--- config.mk ---
export PLATFORM = sky130hd
export DESIGN_NAME = hev_sideband_pulse
export DESIGN_NICKNAME = d
export VERILOG_FILES = /design/src/rtl/hev_pkg.sv /design/src/rtl/hev_prescale.sv /design/src/rtl/hev_pulse_chan.sv /design/src/rtl/hev_event_eval.sv /design/src/rtl/hev_sideband_pulse.sv
export SDC_FILE = /design/constraint.sdc
export NUM_CORES = 1
export LEC_CHECK = 0
export BUFFER_PORTS_ARGS = -buffer_cell sky130_fd_sc_hd__buf_2
export CORE_AREA = 3 3 68 82
export CTS_CLUSTER_SIZE = 8
export DETAILED_ROUTE_END_ITERATION = 8
export DIE_AREA = 0 0 71 85
export PLACE_DENSITY = 0.95
export SETUP_SLACK_MARGIN = 0.5
export SYNTH_ARGS = -nofsm -noshare
export SYNTH_HDL_FRONTEND = slang
export SYNTH_HIERARCHICAL = 1
export SYNTH_SLANG_ARGS = --single-unit
export TNS_END_PERCENT = 30
--- constraint.sdc ---
create_clock -name clk -period 3.15 [get_ports clk]
set_input_delay 0.4725 -clock clk [delete_from_list [all_inputs] [get_ports clk]]
set_output_delay 0.4725 -clock clk [all_outputs]
set_load 0.1 [all_outputs]
--- src/rtl/hev_pkg.sv ---
package hev_pkg;

    typedef enum logic [1:0] {
        CH_IDLE = 2'd0,
        CH_LOW  = 2'd1,
        CH_GAP  = 2'd2
    } ch_state_e;

    localparam int NUM_CH = 2;
    localparam int CH_SMI = 0;
    localparam int CH_SCI = 1;

    typedef struct packed {
        logic sci;
        logic smi;
    } hev_req_t;

    function automatic int cnt_width(input int n);
        return (n > 1) ? $clog2(n) : 1;
    endfunction

endpackage

--- src/rtl/hev_prescale.sv ---
module hev_prescale #(
    parameter int DIV = 100
) (
    input  logic clk,
    input  logic rst,
    input  logic restart,
    output logic tick
);
    import hev_pkg::*;

    localparam int CW = cnt_width(DIV);
    localparam logic [CW-1:0] LAST = CW'(DIV - 1);

    logic [CW-1:0] cnt_q;

    assign tick = (cnt_q == LAST);

    always_ff @(posedge clk) begin
        if (rst || restart) begin
            cnt_q <= '0;
        end else if (tick) begin
            cnt_q <= '0;
        end else begin
            cnt_q <= cnt_q + 1'b1;
        end
    end

endmodule

--- src/rtl/hev_pulse_chan.sv ---
module hev_pulse_chan #(
    parameter int DIV         = 100,
    parameter int PULSE_TICKS = 65
) (
    input  logic clk,
    input  logic rst,
    input  logic req,
    output logic pulse_n
);
    import hev_pkg::*;

    localparam int TW = cnt_width(PULSE_TICKS);
    localparam logic [TW-1:0] TLAST = TW'(PULSE_TICKS - 1);
    localparam int LOW_CYC = DIV * PULSE_TICKS;
    localparam int RW = cnt_width(LOW_CYC + 2);

    ch_state_e     state_q, state_d;
    logic [TW-1:0] tcnt_q, tcnt_d;
    logic          held_q, held_d;
    logic          restart;
    logic          tick;

    hev_prescale #(.DIV(DIV)) u_pre (
        .clk    (clk),
        .rst    (rst),
        .restart(restart),
        .tick   (tick)
    );

    always_comb begin
        state_d = state_q;
        tcnt_d  = tcnt_q;
        held_d  = held_q;
        restart = 1'b0;
        unique case (state_q)
            CH_IDLE: begin
                if (req) begin
                    state_d = CH_LOW;
                    tcnt_d  = '0;
                    restart = 1'b1;
                end
            end
            CH_LOW: begin
                held_d = held_q | req;
                if (tick) begin
                    if (tcnt_q == TLAST) begin
                        state_d = CH_GAP;
                        restart = 1'b1;
                    end else begin
                        tcnt_d = tcnt_q + 1'b1;
                    end
                end
            end
            CH_GAP: begin
                if (tick) begin
                    if (held_q || req) begin
                        state_d = CH_LOW;
                        tcnt_d  = '0;
                        held_d  = 1'b0;
                        restart = 1'b1;
                    end else begin
                        state_d = CH_IDLE;
                    end
                end else begin
                    held_d = held_q | req;
                end
            end
            default: state_d = CH_IDLE;
        endcase
    end

    always_ff @(posedge clk) begin
        if (rst) begin
            state_q <= CH_IDLE;
            tcnt_q  <= '0;
            held_q  <= 1'b0;
            pulse_n <= 1'b1;
        end else begin
            state_q <= state_d;
            tcnt_q  <= tcnt_d;
            held_q  <= held_d;
            pulse_n <= (state_d != CH_LOW);
        end
    end

    // Checker state: length of the current low run on the output.
    logic [RW-1:0] low_run;
    always_ff @(posedge clk) begin
        if (rst || pulse_n) low_run <= '0;
        else                low_run <= low_run + 1'b1;
    end

    p_width_r4: assert property (@(posedge clk) disable iff (rst)
        $rose(pulse_n) |-> (low_run == RW'(LOW_CYC)));

    p_no_overrun_r4: assert property (@(posedge clk) disable iff (rst)
        !pulse_n |-> (low_run <= RW'(LOW_CYC)));

    p_idle_quiet_r2: assert property (@(posedge clk) disable iff (rst)
        (state_q == CH_IDLE && !req) |=> pulse_n);

    p_gap_after_rise_r10: assert property (@(posedge clk) disable iff (rst)
        $rose(pulse_n) |-> (state_q == CH_GAP));

endmodule

--- src/rtl/hev_event_eval.sv ---
module hev_event_eval #(
    parameter int EVT_W   = 32,
    parameter int PWR_BIT = 1
) (
    input  logic             clk,
    input  logic             rst,
    input  logic             enable,
    input  logic             update,
    input  logic [EVT_W-1:0] smi_events,
    input  logic [EVT_W-1:0] sci_events,
    input  logic [EVT_W-1:0] wake_events,
    input  logic             acpi_done,
    output hev_pkg::hev_req_t req,
    output logic             smi_pending,
    output logic             sci_pending,
    output logic             wake_n
);
    import hev_pkg::*;

    localparam logic [EVT_W-1:0] WAKE_MASK = ~(EVT_W'(1) << PWR_BIT);

    logic take;
    logic smi_any, sci_any, wake_any;

    assign take     = enable && update;
    assign smi_any  = |smi_events;
    assign sci_any  = |sci_events;
    assign wake_any = |(wake_events & WAKE_MASK);

    always_comb begin
        req.smi = take && smi_any && !smi_pending;
        req.sci = enable && ((update && sci_any) || acpi_done);
    end

    always_ff @(posedge clk) begin
        if (rst) begin
            smi_pending <= 1'b0;
            sci_pending <= 1'b0;
            wake_n      <= 1'b1;
        end else if (take) begin
            smi_pending <= smi_any;
            sci_pending <= sci_any;
            wake_n      <= !wake_any;
        end
    end

    p_pend_smi_r5: assert property (@(posedge clk) disable iff (rst)
        (!$past(rst) && $past(take)) |-> (smi_pending == (|$past(smi_events))));

    p_wake_hold_r7: assert property (@(posedge clk) disable iff (rst)
        !take |=> $stable(wake_n));

    p_smi_edge_only_r3: assert property (@(posedge clk) disable iff (rst)
        req.smi |=> smi_pending);

endmodule

--- src/rtl/hev_sideband_pulse.sv ---
module hev_sideband_pulse #(
    parameter int EVT_W       = 32,
    parameter int PWR_BIT     = 1,
    parameter int PRESCALE    = 100,
    parameter int PULSE_TICKS = 65
) (
    input  logic             clk,
    input  logic             rst,
    input  logic             enable,
    input  logic             update,
    input  logic [EVT_W-1:0] smi_events,
    input  logic [EVT_W-1:0] sci_events,
    input  logic [EVT_W-1:0] wake_events,
    input  logic             acpi_done,
    output logic             smi_n,
    output logic             sci_n,
    output logic             wake_n,
    output logic             smi_pending,
    output logic             sci_pending
);
    import hev_pkg::*;

    hev_req_t            req;
    logic [NUM_CH-1:0]   req_vec;
    logic [NUM_CH-1:0]   pulse_vec;

    hev_event_eval #(.EVT_W(EVT_W), .PWR_BIT(PWR_BIT)) u_eval (
        .clk        (clk),
        .rst        (rst),
        .enable     (enable),
        .update     (update),
        .smi_events (smi_events),
        .sci_events (sci_events),
        .wake_events(wake_events),
        .acpi_done  (acpi_done),
        .req        (req),
        .smi_pending(smi_pending),
        .sci_pending(sci_pending),
        .wake_n     (wake_n)
    );

    assign req_vec[CH_SMI] = req.smi;
    assign req_vec[CH_SCI] = req.sci;

    for (genvar ch = 0; ch < NUM_CH; ch++) begin : g_chan
        hev_pulse_chan #(.DIV(PRESCALE), .PULSE_TICKS(PULSE_TICKS)) u_chan (
            .clk    (clk),
            .rst    (rst),
            .req    (req_vec[ch]),
            .pulse_n(pulse_vec[ch])
        );
    end

    assign smi_n = pulse_vec[CH_SMI];
    assign sci_n = pulse_vec[CH_SCI];

    p_reset_idle_r1: assert property (@(posedge clk)
        $past(rst) |-> (smi_n && sci_n && wake_n && !smi_pending && !sci_pending));

    p_off_no_start_r2: assert property (@(posedge clk) disable iff (rst)
        (!enable && smi_n) |=> smi_n);

endmodule

**After elaboration in Yosys (flattened, before gate mapping)**

Index checks and enable logic that the tools add are counted.

- Add/sub/neg operators: 4
- Equality and inequality tests: 22
- Mux-type cells: 42
- Bitwise gates (word level): 2
- Reduce and logical (&&, ||, !) cells: 27

Operators with widths:

| operator | count |
|---|---|
| 7-bit 2-to-1 mux | 10 |
| 32-bit OR reduction | 2 |
| 7-bit one-hot mux with 3 select lines | 2 |
| 31-bit OR reduction | 1 |
| 7-bit by 1-bit adder with 7-bit output (second input constant) | 4 |
| 7-bit equality test (second input constant) | 4 |
| 2-bit by 1-bit != test with 1-bit output (second input constant) | 10 |
| 1-bit 2-to-1 mux | 16 |
| 2-bit 2-to-1 mux | 8 |
| 2-bit one-hot mux with 3 select lines | 2 |
| 6-bit AND reduction | 2 |
| 3-bit != test (second input constant) | 2 |
| 1-bit one-hot mux with 3 select lines | 2 |
| 3-bit nonzero test | 2 |
| 1-bit logical AND | 5 |
| 1-bit logical OR | 5 |
| 2-bit by 1-bit equality test with 1-bit output (second input constant) | 2 |
| 2-bit equality test (second input constant) | 2 |
| 2-bit zero test | 2 |
| 2-bit != test (second input constant) | 2 |
| 1-bit one-hot mux with 2 select lines | 2 |
| 2-bit AND reduction | 2 |
| 2-bit nonzero test | 2 |
| 2-bit OR reduction | 2 |
| 2 further kinds | 4 |

- Register bits after elaboration: 39
- Input bits: 101
- Output and inout port bits: 5
- Logic and storage cells: 110

**Longest topological paths before layout**

- Word-level depth: 10
- Depth in mapped cells: 11
- Depth with buffers taken out: 11

**Hierarchy**

The synthesis kept the hierarchy.

By module, submodules not included:

| module | times used | cells each | area an instance (um2) | seq. area each (um2) |
|---|---|---|---|---|
| hev_pulse_chan | 2 | 94 | 778.2 | 220.2 |
| hev_prescale | 2 | 34 | 307.8 | 140.1 |
| hev_event_eval | 1 | 47 | 327.8 | 60.1 |

**Worst setup path before layout**

OpenSTA, ideal clock, no wires.

- Kind: register -> register
- Start: register u_eval.smi_pending
- End: register g_chan[0].u_chan.tcnt_q[3]
- Library setup time: 0.078 ns
- Data arrival time: 2.033 ns
- Slack: 1.039 ns
- Cell stages (with the launch flop): 7
- Clock period less this slack: 2.111 ns
- Cell sequence: dfxtp_1 -> nor3_1 -> inv_1 -> o21a_1 -> clkbuf_1 -> nor4_1 -> nor3_1

RTL lines:

| element | line | source |
|---|---|---|
| start, declared | hev_event_eval.sv:14 | `output logic smi_pending,` |
| start signal, assigned | hev_event_eval.sv:41 | `smi_pending <= smi_any;` |
| end signal, assigned | hev_pulse_chan.sv:80 | `tcnt_q <= tcnt_d;` |
| end, declared | hev_pulse_chan.sv:18 | `logic [TW-1:0] tcnt_q, tcnt_d;` |

**Worst setup path in the final report**

- Start: register g_chan[0].u_chan.u_pre.cnt_q[0]
- End: register g_chan[0].u_chan.tcnt_q[4]

- Word-level cells in the longest chain between the ends: 3

Ends and longest elaborated chain:

| element | line | source |
|---|---|---|
| start, declared | hev_prescale.sv:14 | `logic [CW-1:0] cnt_q;` |
| start signal, assigned | hev_prescale.sv:24 | `cnt_q <= cnt_q + 1'b1;` |
| 7-bit equality test * | hev_prescale.sv:16 | `assign tick = (cnt_q == LAST);` |
| named net g_chan[0].u_chan.tick | hev_pulse_chan.sv:21 | `logic tick;` |
| 2-bit by 1-bit != test with 1-bit output (no source line) | - |  |
| 6-bit AND reduction (no source line) * | - |  |

Mark *: on every way through the listed nets, which the timed path passes. The rest lies on a longest branch.
A chain may end at the register's enable or synchronous reset.

==> metrics <==
TritonCTS clock tree done; Slew Limit Fails 0; Pwr Density 378 nW/um^2; cts hold-fix bufs 0; number of global-route vias before repair 2565; yosys warns 6; fraction of the cycle the final worst path needs between 70% and 80%; dpl hpwl 5.15 mm; Die H approximately 85 um; Leak 1.25 nW; clk sink count 39; DRC viols 0; synth unique cells 40; Hold Path Class in -> reg; first-pass GRT wire length 11.0 mm; Routed Antenna Nets 0; Max-slew headroom around 40%; clock tree buffer depth 2; IO Port Bufs 104; DR vias/cell 5.87; CTS Buf Count 5; area delta synth->final 26.1%; critical path type reg -> reg; r2r startpoint g_chan[0].u_chan/u_pre/cnt_q[0]; clock slew at reported path FFs 0.07 ns; H-tree depth 2; Setup violations, final 0; Top FF cell, synth dfxtp_1; number of post-CTS setup repair buffers 0; Fill cells 397; Seq/Total Area, Yosys a little under a third; reg2reg path depth 7; cell area after synthesis 2500 sq um; cts repair resizes 0; initial cell density of the core about half; Synth Instances ~300; die area 6040 sq um; crit-path max FO 13; max cap viols 0; Slew @ Worst Pin 0.888 ns; gpl congestion approximately 0.88; layout cell share with drive strength beyond 1 31.6%; # IOs roughly 110; wire length per cell 13.8 um; CP startpoint g_chan[0].u_chan/u_pre/cnt_q[0]; RSZ-0062 raised after global routing false; Clock Latency Late Sink 0.30 ns; initial DRC count 232; pin count of the biggest net entering global routing 20; CP endpoint kind flip-flop; Hold Path Depth 4; fin crit period approximately 2.2 ns; Syn Area/Cell 8.25 sq um; diode count 0; Async S/R FF share, synth 0%; Final Hold Viols 0; FP Rows 28; global-route usage over all layers 21.8%; Pre-antenna DRT Iters 4; WL final 6.43 mm; setup TNS 0 ns; initial antenna violation count 0; VDD IR max about 0.32 mV; Fmax achieved 446 MHz; Core Box Area 4900 sq um; Hold Slack 0.446 ns; FF+latch count, synth 39; hold wc startpoint wake_events[27]; status complete, no violations; startpoint types flip-flop; grt total ovfl 0; post-route clock skew 0.00673 ns; post-layout net count approximately 520; syn nets 420; Worst Path Required roughly 3.4 ns; Post-synth EDFFs 0; Die W 71 um; CP Data Arrival Time 2.47 ns; Clock Tree Root clkbuf_8; DR vias 2731
==> final cells by class <==
| type | instances | area [sq um] | share of cell area (%) |
|---|---|---|---|
| clock inverter | 2 | 35.0 | 1.11 |
| multi-input combinational | 236 | 1590 | 50.5 |
| tap | 60 | 75.1 | 2.38 |
| sequential | 39 | 781 | 24.8 |
| inverter | 18 | 67.6 | 2.14 |
| timing repair buffer | 104 | 520 | 16.5 |
| clock buffer | 6 | 82.6 | 2.62 |
==> cell usage after synthesis, drive strengths merged (6+ instances only) <==
| cell | instances | share of area [%] |
|---|---|---|
| dfxtp | 39 | 31 |
| nor4 | 29 | 7.8 |
| or4 | 6 | 1.8 |
| o31ai | 21 | 7.1 |
| nand4 | 13 | 3.3 |
| inv | 18 | 2.7 |
| a21oi | 23 | 4.6 |
| buf | 8 | 2.1 |
| a31oi | 6 | 1.5 |
| nand3 | 9 | 2.2 |
| nor3 | 6 | 1.2 |
| ha | 16 | 8.0 |
| nand2 | 19 | 2.9 |
| nor2 | 26 | 3.9 |
| o21ai | 15 | 3.3 |
==> report_power, final <==
group	leakage (nW)	total [mW]	internal, mW	switching, mW
logic	0.874	0.231	0.0902	0.141
registers	0.317	0.524	0.509	0.0153
clock network	0.0612	0.438	0.256	0.182
==> layer usage <==
layer  global-route usage (%)  routed length (um)
met1                     26.0                2700
met2                     39.2                3390
met3                     3.20                 259
met4                     8.03                  89
met5                        0                   0
==> sequential cells by signal, summed over array words and instances, names as in the netlist <==
register,count
g_chan.u_chan/held_q,2
g_chan.u_chan/pulse_n,2
g_chan.u_chan/state_q,4
g_chan.u_chan/tcnt_q,14
g_chan.u_chan/u_pre/cnt_q,14
u_eval/sci_pending,1
u_eval/smi_pending,1
u_eval/wake_n,1
==> worst max-delay path: stages, from the launching register on <==
cell and delay [ns]:
dfxtp_1 0.40, ha_1 0.19, nand2b_1 0.11, nor2_1 0.37, o21bai_4 0.22, o31ai_2 0.21, or4_1 0.52, a21oi_1 0.14
==> cells in the final DEF, fill, tap and decap left out, types with 3 or more instances in the layout <==
| cell | n |
|---|---|
| a21oi_1 | 23 |
| xor2_1 | 4 |
| ha_1 | 16 |
| a31oi_1 | 6 |
| or3_1 | 4 |
| nand3_1 | 7 |
| and2_1 | 3 |
| nor2b_1 | 4 |
| clkbuf_8 | 6 |
| nand2_1 | 19 |
| or4_1 | 6 |
| buf_2 | 104 |
| a221oi_1 | 4 |
| o31ai_1 | 17 |
| nor4_1 | 27 |
| nor2_1 | 26 |
| o31ai_2 | 4 |
| o21ai_0 | 13 |
| nand4_1 | 13 |
| inv_1 | 18 |
| nor3_1 | 6 |
| dfxtp_1 | 39 |
==> logic make-up after synthesis <==
| group | after synthesis | synth area share, % |
|---|---|---|
| AO/OA/AOI/OAI | 83 | 23.3 |
| XOR/XNOR | 4 | 1.40 |
| adder cells (fa/ha/maj) | 16 | 8.01 |
| buffers and inverters | 28 | 5.11 |
| flip-flops | 39 | 31.2 |
| AND/OR/NAND/NOR | 133 | 30.9 |
==> worst paths after layout <==
path / end / slack, ns
worst min-delay path: u_eval/wake_n / 0.45
worst max register to register: g_chan[0].u_chan/tcnt_q[4] / 0.91
worst min register to register: g_chan[0].u_chan/tcnt_q[6] / 0.48
worst max-delay path: g_chan[0].u_chan/tcnt_q[4] / 0.91
==> metrics by stage <==
step	power (mW)	util, %	worst slack (ns)	instances	instance area, sq um
after floorplan	0.673	-	1.04	303	2500
after global placement	0.755	61.9	0.739	457	3040
after detailed placement	0.765	61.9	0.633	457	3040
after CTS	1.20	64.3	0.905	465	3150
after global routing	1.24	64.3	0.719	465	3150
final	1.19	64.3	0.909	465	3150
No activity file was read; power rests on OpenSTA's default activity.
